File: config.mk
export PLATFORM = sky130hd
export DESIGN_NAME = zol_ctrl
export DESIGN_NICKNAME = d
export VERILOG_FILES = /design/src/rtl/zol_pkg.sv /design/src/rtl/zol_cfg_check.sv /design/src/rtl/zol_match.sv /design/src/rtl/zol_state.sv /design/src/rtl/zol_ctrl.sv
export SDC_FILE = /design/constraint.sdc
export NUM_CORES = 1
export LEC_CHECK = 0
export ABC_CLOCK_PERIOD_IN_PS = 5900
export BUFFER_PORTS_ARGS = -buffer_cell sky130_fd_sc_hd__buf_2
export CAP_MARGIN = 40
export CELL_PAD_IN_SITES_DETAIL_PLACEMENT = 0
export CELL_PAD_IN_SITES_GLOBAL_PLACEMENT = 1
export CORE_MARGIN = 5
export CORE_UTILIZATION = 25
export DETAILED_ROUTE_END_ITERATION = 6
export PLACE_DENSITY_LB_ADDON = 0.1
export SLEW_MARGIN = 10
export SYNTH_ARGS = -nofsm -noshare
export SYNTH_HDL_FRONTEND = slang
export SYNTH_SLANG_ARGS = --single-unit
export TNS_END_PERCENT = 100
File: constraint.sdc
create_clock -name clk -period 5.9 [get_ports clk]
set_input_delay 0.295 -clock clk [delete_from_list [all_inputs] [get_ports clk]]
set_output_delay 0.295 -clock clk [all_outputs]
set_load 0.005 [all_outputs]
File: src/rtl/zol_pkg.sv
package zol_pkg;
  typedef enum logic [1:0] {
    SEL_START = 2'd0,
    SEL_END   = 2'd1,
    SEL_COUNT = 2'd2,
    SEL_NONE  = 2'd3
  } zol_sel_e;
endpackage

File: src/rtl/zol_cfg_check.sv
module zol_cfg_check #(
  parameter int ADDR_W     = 32,
  parameter int ALIGN_BITS = 3,
  parameter int MIN_SPAN   = 32
) (
  input  logic [ADDR_W-1:0] start_addr,
  input  logic [ADDR_W-1:0] end_addr,
  output logic              cfg_ok
);
  localparam logic [ADDR_W-1:0] MIN_SPAN_V = ADDR_W'(MIN_SPAN);

  logic [ADDR_W:0] span;
  logic            aligned;
  logic            long_enough;

  assign span = {1'b0, end_addr} - {1'b0, start_addr};

  generate
    if (ALIGN_BITS > 0) begin : g_align
      assign aligned = ~|start_addr[ALIGN_BITS-1:0] & ~|end_addr[ALIGN_BITS-1:0];
    end else begin : g_noalign
      assign aligned = 1'b1;
    end
  endgenerate

  assign long_enough = !span[ADDR_W] && (span[ADDR_W-1:0] >= MIN_SPAN_V);
  assign cfg_ok      = aligned && long_enough;
endmodule

File: src/rtl/zol_match.sv
module zol_match #(
  parameter int ADDR_W     = 32,
  parameter int FULL_BYTES = 4,
  parameter int HALF_BYTES = 2
) (
  input  logic              fetch_valid,
  input  logic [ADDR_W-1:0] fetch_addr,
  input  logic              fetch_half,
  input  logic [ADDR_W-1:0] start_addr,
  input  logic [ADDR_W-1:0] end_addr,
  input  logic              count_nz,
  input  logic              active,
  input  logic              cfg_ok,
  output logic              take_back,
  output logic              final_pass,
  output logic              short_viol,
  output logic [ADDR_W-1:0] next_addr
);
  localparam logic [ADDR_W-1:0] STEP_FULL = ADDR_W'(FULL_BYTES);
  localparam logic [ADDR_W-1:0] STEP_HALF = ADDR_W'(HALF_BYTES);

  logic              in_body;
  logic              at_end;
  logic [ADDR_W-1:0] seq_addr;

  assign in_body    = (fetch_addr >= start_addr) && (fetch_addr <= end_addr);
  assign at_end     = fetch_valid && active && cfg_ok && (fetch_addr == end_addr);
  assign short_viol = fetch_valid && active && fetch_half && in_body;
  assign take_back  = at_end && count_nz && !fetch_half;
  assign final_pass = at_end && !count_nz && !fetch_half;
  assign seq_addr   = fetch_addr + (fetch_half ? STEP_HALF : STEP_FULL);
  assign next_addr  = take_back ? start_addr : seq_addr;
endmodule

File: src/rtl/zol_state.sv
module zol_state
  import zol_pkg::*;
#(
  parameter int ADDR_W = 32,
  parameter int CNT_W  = 32
) (
  input  logic              clk,
  input  logic              rst,
  input  logic              wr_en,
  input  zol_sel_e          wr_sel,
  input  logic [ADDR_W-1:0] wr_data,
  input  logic              take_back,
  input  logic              final_pass,
  input  logic              short_viol,
  input  logic              cfg_ok,
  output logic [ADDR_W-1:0] start_q,
  output logic [ADDR_W-1:0] end_q,
  output logic [CNT_W-1:0]  count_q,
  output logic              active_q,
  output logic              err_q
);
  logic wr_start, wr_end, wr_count, data_nz;

  assign wr_start = wr_en && (wr_sel == SEL_START);
  assign wr_end   = wr_en && (wr_sel == SEL_END);
  assign wr_count = wr_en && (wr_sel == SEL_COUNT);
  assign data_nz  = |wr_data[CNT_W-1:0];

  always_ff @(posedge clk) begin
    if (rst) begin
      start_q <= '0;
      end_q   <= '0;
    end else begin
      if (wr_start) start_q <= wr_data;
      if (wr_end)   end_q   <= wr_data;
    end
  end

  always_ff @(posedge clk) begin
    if (rst)            count_q <= '0;
    else if (wr_count)  count_q <= wr_data[CNT_W-1:0];
    else if (take_back) count_q <= count_q - CNT_W'(1);
  end

  always_ff @(posedge clk) begin
    if (rst) begin
      active_q <= 1'b0;
      err_q    <= 1'b0;
    end else if (wr_count) begin
      active_q <= data_nz && cfg_ok;
      err_q    <= data_nz && !cfg_ok;
    end else if (active_q && (short_viol || !cfg_ok)) begin
      active_q <= 1'b0;
      err_q    <= 1'b1;
    end else if (final_pass) begin
      active_q <= 1'b0;
    end
  end
endmodule

File: src/rtl/zol_ctrl.sv
module zol_ctrl
  import zol_pkg::*;
#(
  parameter int ADDR_W        = 32,
  parameter int CNT_W         = 32,
  parameter int ALIGN_BYTES   = 8,
  parameter int INSN_BYTES    = 4,
  parameter int MIN_BODY_INSN = 8
) (
  input  logic              clk,
  input  logic              rst,
  input  logic              fetch_valid,
  input  logic [ADDR_W-1:0] fetch_addr,
  input  logic              fetch_half,
  input  logic              wr_en,
  input  logic [1:0]        wr_sel,
  input  logic [ADDR_W-1:0] wr_data,
  output logic [ADDR_W-1:0] next_addr,
  output logic              redirect,
  output logic              irq_mask,
  output logic              cfg_err
);
  localparam int ALIGN_BITS = $clog2(ALIGN_BYTES);
  localparam int MIN_SPAN   = MIN_BODY_INSN * INSN_BYTES;
  localparam int HALF_BYTES = INSN_BYTES / 2;

  logic [ADDR_W-1:0] start_q, end_q;
  logic [CNT_W-1:0]  count_q;
  logic              active_q, err_q, cfg_ok;
  logic              take_back, final_pass, short_viol;

  zol_cfg_check #(
    .ADDR_W(ADDR_W), .ALIGN_BITS(ALIGN_BITS), .MIN_SPAN(MIN_SPAN)
  ) u_cfg (
    .start_addr(start_q), .end_addr(end_q), .cfg_ok(cfg_ok)
  );

  zol_match #(
    .ADDR_W(ADDR_W), .FULL_BYTES(INSN_BYTES), .HALF_BYTES(HALF_BYTES)
  ) u_match (
    .fetch_valid(fetch_valid), .fetch_addr(fetch_addr), .fetch_half(fetch_half),
    .start_addr(start_q), .end_addr(end_q), .count_nz(|count_q),
    .active(active_q), .cfg_ok(cfg_ok),
    .take_back(take_back), .final_pass(final_pass), .short_viol(short_viol),
    .next_addr(next_addr)
  );

  zol_state #(
    .ADDR_W(ADDR_W), .CNT_W(CNT_W)
  ) u_state (
    .clk(clk), .rst(rst), .wr_en(wr_en), .wr_sel(zol_sel_e'(wr_sel)),
    .wr_data(wr_data), .take_back(take_back), .final_pass(final_pass),
    .short_viol(short_viol), .cfg_ok(cfg_ok),
    .start_q(start_q), .end_q(end_q), .count_q(count_q),
    .active_q(active_q), .err_q(err_q)
  );

  assign redirect = take_back;
  assign irq_mask = active_q;
  assign cfg_err  = err_q;
endmodule

==> key figures, run 1 <==
Outcome
  • Outcome: finished, final reports clean

Floorplanning
  • FP Rows: 68
  • Die Height: 198 um
  • Core box area: 0.0347 mm^2
  • Die W: 198 um
  • I/O pin count: 106
  • Effective utilization at floorplan: 0.254
  • Die area: 0.0392 mm^2

Timing
  • Slew Limit Fails: 0
  • Final WS setup: 0.458 ns
  • Period utilization: 0.922
  • Worst slew pin tran: 0.869 ns
  • Slew HR: 0.420
  • Number of failing hold endpoints at the final stage: 0
  • Final setup viols: 0
  • Post-route minimum period: 5.44 ns
  • RSZ-0062 raised after global routing: false
  • Clk_skew: 0.0146 ns
  • Maximum clock rate: 184 MHz
  • Final setup TNS: 0 ns

Finish
  • Fillers: 3895
  • Multi-input logic area: 0.00633 mm^2
  • Share of layout cells above drive strength 1: 0.124
  • Antenna Cells: 0
  • Reg area: 0.00196 mm^2
  • Finished Layout Cells: 1774
  • Area growth syn-to-layout: 14.7%
  • Final Util: 0.292
  • Final nets: 1487

Logic synthesis
  • Post-synth EDFFs: 0
  • Synth top area share: 0.222
  • Most common cell in the netlist: nand2_1
  • Gate Count Post-Synth: 1243
  • Prevailing post-synth register cell: dfxtp_1
  • Dominant cells by area after synthesis: dfxtp_1, ha_1, nand2_1
  • Distinct cells, synth: 79
  • Post-Syn Area per Cell: 7.10 um^2
  • Syn. warnings: 0
  • Mapped cell area: 0.00883 mm^2
  • Post-synth ARST share: 0
  • Commonest cells post-synth: nand2_1, a21oi_1, ha_1
  • Sequential-to-total area share from yosys stat: 0.222
  • Dominant cell type by area after synthesis: dfxtp_1
  • Syn_nets: 1415
  • Yosys reg bits: 98

Clocking
  • Clk sinks: 98
  • Post-CTS setup buffer count: 0
  • CTS tree: yes
  • Hold buffers post-CTS: 0
  • Post-CTS Resized: 0
  • CTS max path bufs: 2
  • CTS buffer count: 9
  • Clk_lat worst skew: 0.36 ns
  • CTS H-tree lvls: 3
  • Root Driver: clkbuf_16
  • Clk slew on worst S/H paths: 0.08 ns

Detailed routing
  • WL/cell: 19.8 um
  • Post-Route WL: 35.2 mm
  • DR iter-0 viols: 478
  • Vias per inst: 5.01
  • DRC: 0
  • Routed Antenna Nets: 0
  • DRT Pass-1 Iters: 5
  • Vias: 8889

Power
  • Worst vdd ir: 0.107 mV
  • Final Power: 2.06 mW
  • LEAKAGE: 4.15 nW
  • Power per Cell Area: 203 mW/mm^2

Worst setup path
  • CP peak stage delay: 0.54 ns
  • Crit path DAT: 5.15 ns
  • Crit Path Category: register to output port
  • FF-to-FF Start: u_state.end_q[0]
  • CP Launch Type: register
  • CP Max Fanout: 41
  • CP cell instances: inv_1 -> ha_1 -> fa_1 -> nand2b_1 -> a21oi_2 -> o21ai_1 -> o31ai_1 -> a21oi_1 -> o21ba_2 -> o32ai_1 -> mux2i_1 -> nor4_4 -> buf_4 -> a21boi_4 -> buf_4 -> nor2_1 -> a21oi_1 -> buf_2
  • CP startpoint: u_state.end_q[0]
  • CP Data Required Time: 5.61 ns
  • CP max stage cell: o31ai_1
  • CP Capture Type: output port

GRT
  • Tot GR Track Use: 0.178
  • Largest net degree at the start of global routing: 53
  • Gr ovfl total: 0
  • Antenna violations before repair: 0
  • Vias in the first global route: 8870
  • Global-route wire length before repair: 54.4 mm

Placed design
  • Placed Cells incl. Taps: 1759
  • IO Port Bufs: 105
  • Hpwl dp: 28.1 mm
  • Routability Congestion: 0.862
  • Dpl ws: 0.909 ns

Worst hold path
  • Hold_sp: wr_data[3]
  • Worst hold path type: input port to register

Job
  • Max-cap violations: 0
placed cells by master (no fill, tap or decap), drive strengths merged, types with 10 or more instances in the layout:
cell type  synthesis  final
nor2b             14     14
dfxtp             98     98
a21o              31     31
o21a              10     10
xnor2             33     33
ha                99     99
o21ai             51     51
a21oi            159    159
nand2b            13     13
clkbuf            40     13
buf               19    120
nor4              19     19
nor2              94     94
nand4             29     29
xor2              12     12
or3               11     11
inv               79     79
nor3              27     27
and3              21     21
a31oi             12     12
a211oi            14     14
nand3             33     33
nand2            219    219
mux2i             11     11
flip-flops by register name, indices dropped and copies added, names as in the netlist:
register / count
u_state.count_q: 32
u_state.end_q: 32
u_state.start_q: 32
u_state.active_q: 1
u_state.err_q: 1
layer usage:
layer	share of wire	routed length (um)	vias to the layer above	track usage
met4	0.016	547	0	0.0383
met3	0.024	851	28	0.0184
li1	-	-	4560	-
met1	0.52	18400	4187	0.266
met5	0	0	-	0
met2	0.44	15400	114	0.276
logic make-up (layout without fill, tap and decap cells):
group	Yosys count	in the layout	share of synthesized area
adder cells (fa/ha/maj)	101	101	0.145
multiplexers	13	13	0.0150
flip-flops	98	98	0.222
AND/OR/NAND/NOR	507	507	0.273
buffers and inverters	138	214	0.0626
AO/OA/AOI/OAI	341	341	0.238
XOR/XNOR	45	45	0.0446
critical path, delay by kind of cell (launching register included):
| kind | cells | cell delay [ns] |
|---|---|---|
| buffers and inverters | 4 | 0.92 |
| AOI/OAI and AO/OA | 8 | 2.26 |
| muxes | 1 | 0.32 |
| adders and majority gates | 2 | 0.56 |
| and+or+nand+nor | 3 | 0.32 |
| DFF | 1 | 0.37 |
cell type report:
| type | instances | area share |
|---|---|---|
| Multi-Input combinational cell | 1007 | 0.625 |
| Sequential cell | 98 | 0.194 |
| Timing Repair Buffer | 120 | 0.0643 |
| Tap cell | 455 | 0.0562 |
| Inverter | 79 | 0.0293 |
| Clock buffer | 13 | 0.0257 |
| Clock inverter | 2 | 0.00593 |
final timing paths:
check	end	slack, ns	cells past startpoint
max	next_addr[5]	0.46	18
min reg2reg	u_state.start_q[16]	0.45	2
min	u_state.count_q[3]	0.21	3
max reg2reg	u_state.count_q[1]	1.12	17
where the power goes:
group	switching [mW]	internal [mW]	total, mW
Combinational	0.427	0.256	0.684
Clock	0.270	0.394	0.664
Sequential	0.0238	0.686	0.710
through the flow:
stage | area, um^2 | hold slack (ns)
after global placement | 9770 | 0.443
final | 10100 | 0.214
after CTS | 10100 | 0.206
after detailed placement | 9810 | 0.447
after floorplan | 8830 | 0.404
after global routing | 10100 | 0.210
Power figures use the tool's default switching activity.
==> run 2: changes to the inputs <==
- PLACE_DENSITY_LB_ADDON: 0.1 -> 0.08
==> key figures, run 2 (synthesis gave the netlist of run 1 again) <==
Detailed routing
  • Met1 wire length: 18.8 mm
  • DR iter-0 viols: 541
  • Met2 WL post-DR: 15.8 mm
  • DR WL met3: 923 um
  • DRC: 0
  • Post-Route WL: 35.8 mm
  • Highest Signal Layer: met4
  • Routed Antenna Nets: 0
  • DRT Pass-1 Iters: 5
  • Vias: 8999
  • Vias per inst: 5.07
  • WL/cell: 20.1 um

Worst hold path
  • Worst hold path type: input port to register

Timing
  • Maximum clock rate: 188 MHz
  • Slew Limit Fails: 0
  • RSZ-0062 raised after global routing: false
  • Final setup viols: 0
  • Clk_skew: 0.0124 ns
  • Post-route minimum period: 5.32 ns
  • Period utilization: 0.902
  • Worst slew pin tran: 0.906 ns
  • Number of failing hold endpoints at the final stage: 0
  • Final setup TNS: 0 ns
  • Slew HR: 0.391

Floorplanning
  • Die W: 198 um
  • Die area: 0.0392 mm^2
  • Die Height: 198 um
  • Core box area: 0.0347 mm^2
  • FP Rows: 68
  • Effective utilization at floorplan: 0.254
  • I/O pin count: 106

Clocking
  • Post-CTS setup buffer count: 0
  • Post-CTS Resized: 0
  • Hold buffers post-CTS: 0
  • CTS max path bufs: 2
  • Clk sinks: 98
  • CTS H-tree lvls: 3
  • Clk_lat worst skew: 0.35 ns
  • Clk slew on worst S/H paths: 0.07 ns
  • CTS tree: yes
  • Root Driver: clkbuf_16
  • CTS buffer count: 9

Worst setup path
  • Crit path DAT: 5.03 ns
  • CP max stage cell: a21boi_4
  • CP top delay family: compound AO/OA/AOI/OAI gates
  • CP Buf/Inv Count: 4
  • CP cell instances: inv_1 -> ha_1 -> fa_1 -> nand2b_1 -> a21oi_2 -> o21ai_1 -> o31ai_1 -> a21oi_1 -> o21ba_2 -> o32ai_1 -> mux2i_1 -> nor4_4 -> buf_4 -> a21boi_4 -> buf_4 -> nor2_1 -> a21oi_1 -> buf_2
  • CP Max Fanout: 41
  • CP Data Required Time: 5.61 ns
  • CP Capture Type: output port
  • CP peak stage delay: 0.55 ns
  • CP Launch Type: register
  • Crit Path Category: register to output port

GRT
  • Tot GR Track Use: 0.179
  • Vias in the first global route: 8620
  • Largest net degree at the start of global routing: 44
  • Antenna violations before repair: 0
  • Global-route wire length before repair: 54.5 mm
  • Gr ovfl total: 0

Power
  • Worst vdd ir: 0.118 mV
  • Sequential share of power: 0.349
  • Clock share of power: 0.312
  • LEAKAGE: 4.16 nW
  • Internal cell power: 1.31 mW
  • Switch share: 0.357
  • Combinational power share: 0.339
  • Power per Cell Area: 201 mW/mm^2
  • Switching power: 0.726 mW

Finish
  • Antenna Cells: 0
  • Most frequent cells in the layout: nand2_1, a21oi_1, buf_2
  • Final Util: 0.292
  • Share of layout cells above drive strength 1: 0.127
  • Fillers: 3884
  • Final nets: 1488
  • Area growth syn-to-layout: 14.8%
  • Finished Layout Cells: 1776
  • Top Registers: u_state.count_q: 32 flops, u_state.end_q: 32 flops, u_state.start_q: 32 flops
  • Commonest non-fill, non-tap cell in the layout: nand2_1

Placed design
  • Placed Cells incl. Taps: 1760
  • Routability Congestion: 0.846
  • IO Port Bufs: 105
  • Hpwl dp: 28.7 mm

Job
  • Max-cap violations: 0

Outcome
  • Outcome: finished, final reports clean
## run 2: area by class of cell
cell class	count	area [um^2]	share of cell area
clock buffers	12	267	0.0263
well taps	455	569	0.0561
repair buffers	121	662	0.0653
flip-flops and latches	98	1960	0.193
clock inverters	4	48.8	0.00481
multi-input cells	1007	6330	0.625
inverters	79	297	0.0292
## run 2: final timing paths
check,slack (ns),to,cells after the start,start
max,0.58,next_addr[11],18,u_state.end_q[0]
min,0.23,u_state.end_q[23],3,wr_data[23]
max reg2reg,1.12,u_state.count_q[1],16,u_state.start_q[9]
min reg2reg,0.45,u_state.start_q[30],2,u_state.start_q[30]
## run 2: per-stage QoR
step / hold slack, ns / cell area (um^2) / total power [mW] / setup slack (ns)
floorplan: 0.404 / 8830 / 1.17 / 2.10
CTS: 0.211 / 10100 / 2.06 / 0.541
global placement: 0.444 / 9780 / 1.42 / 0.980
detailed placement: 0.447 / 9820 / 1.41 / 0.955
finish: 0.225 / 10100 / 2.03 / 0.578
global route: 0.226 / 10100 / 2.16 / 0.186
## run 2: power by group through the flow
stage / clock network, mW / logic [mW] / registers, mW
after floorplan: 0 / 0.451 / 0.715
after global placement: 0 / 0.694 / 0.725
after detailed placement: 0 / 0.685 / 0.726
after CTS: 0.656 / 0.689 / 0.710
after global routing: 0.683 / 0.766 / 0.714
final: 0.634 / 0.689 / 0.710
## run 2: per-layer routing
| metal | track usage | up-vias |
|---|---|---|
| met5 | 0 | - |
| met4 | 0.0263 | 0 |
| met3 | 0.0146 | 16 |
| met2 | 0.279 | 148 |
| met1 | 0.274 | 4262 |
| li1 | - | 4573 |
## run 2: tightest hold or removal path, delay by kind of cell
kind	cells	cell delay, ns
buffers and inverters	1	0.13
AOI/OAI and AO/OA	1	0.05
and+or+nand+nor	1	0.06
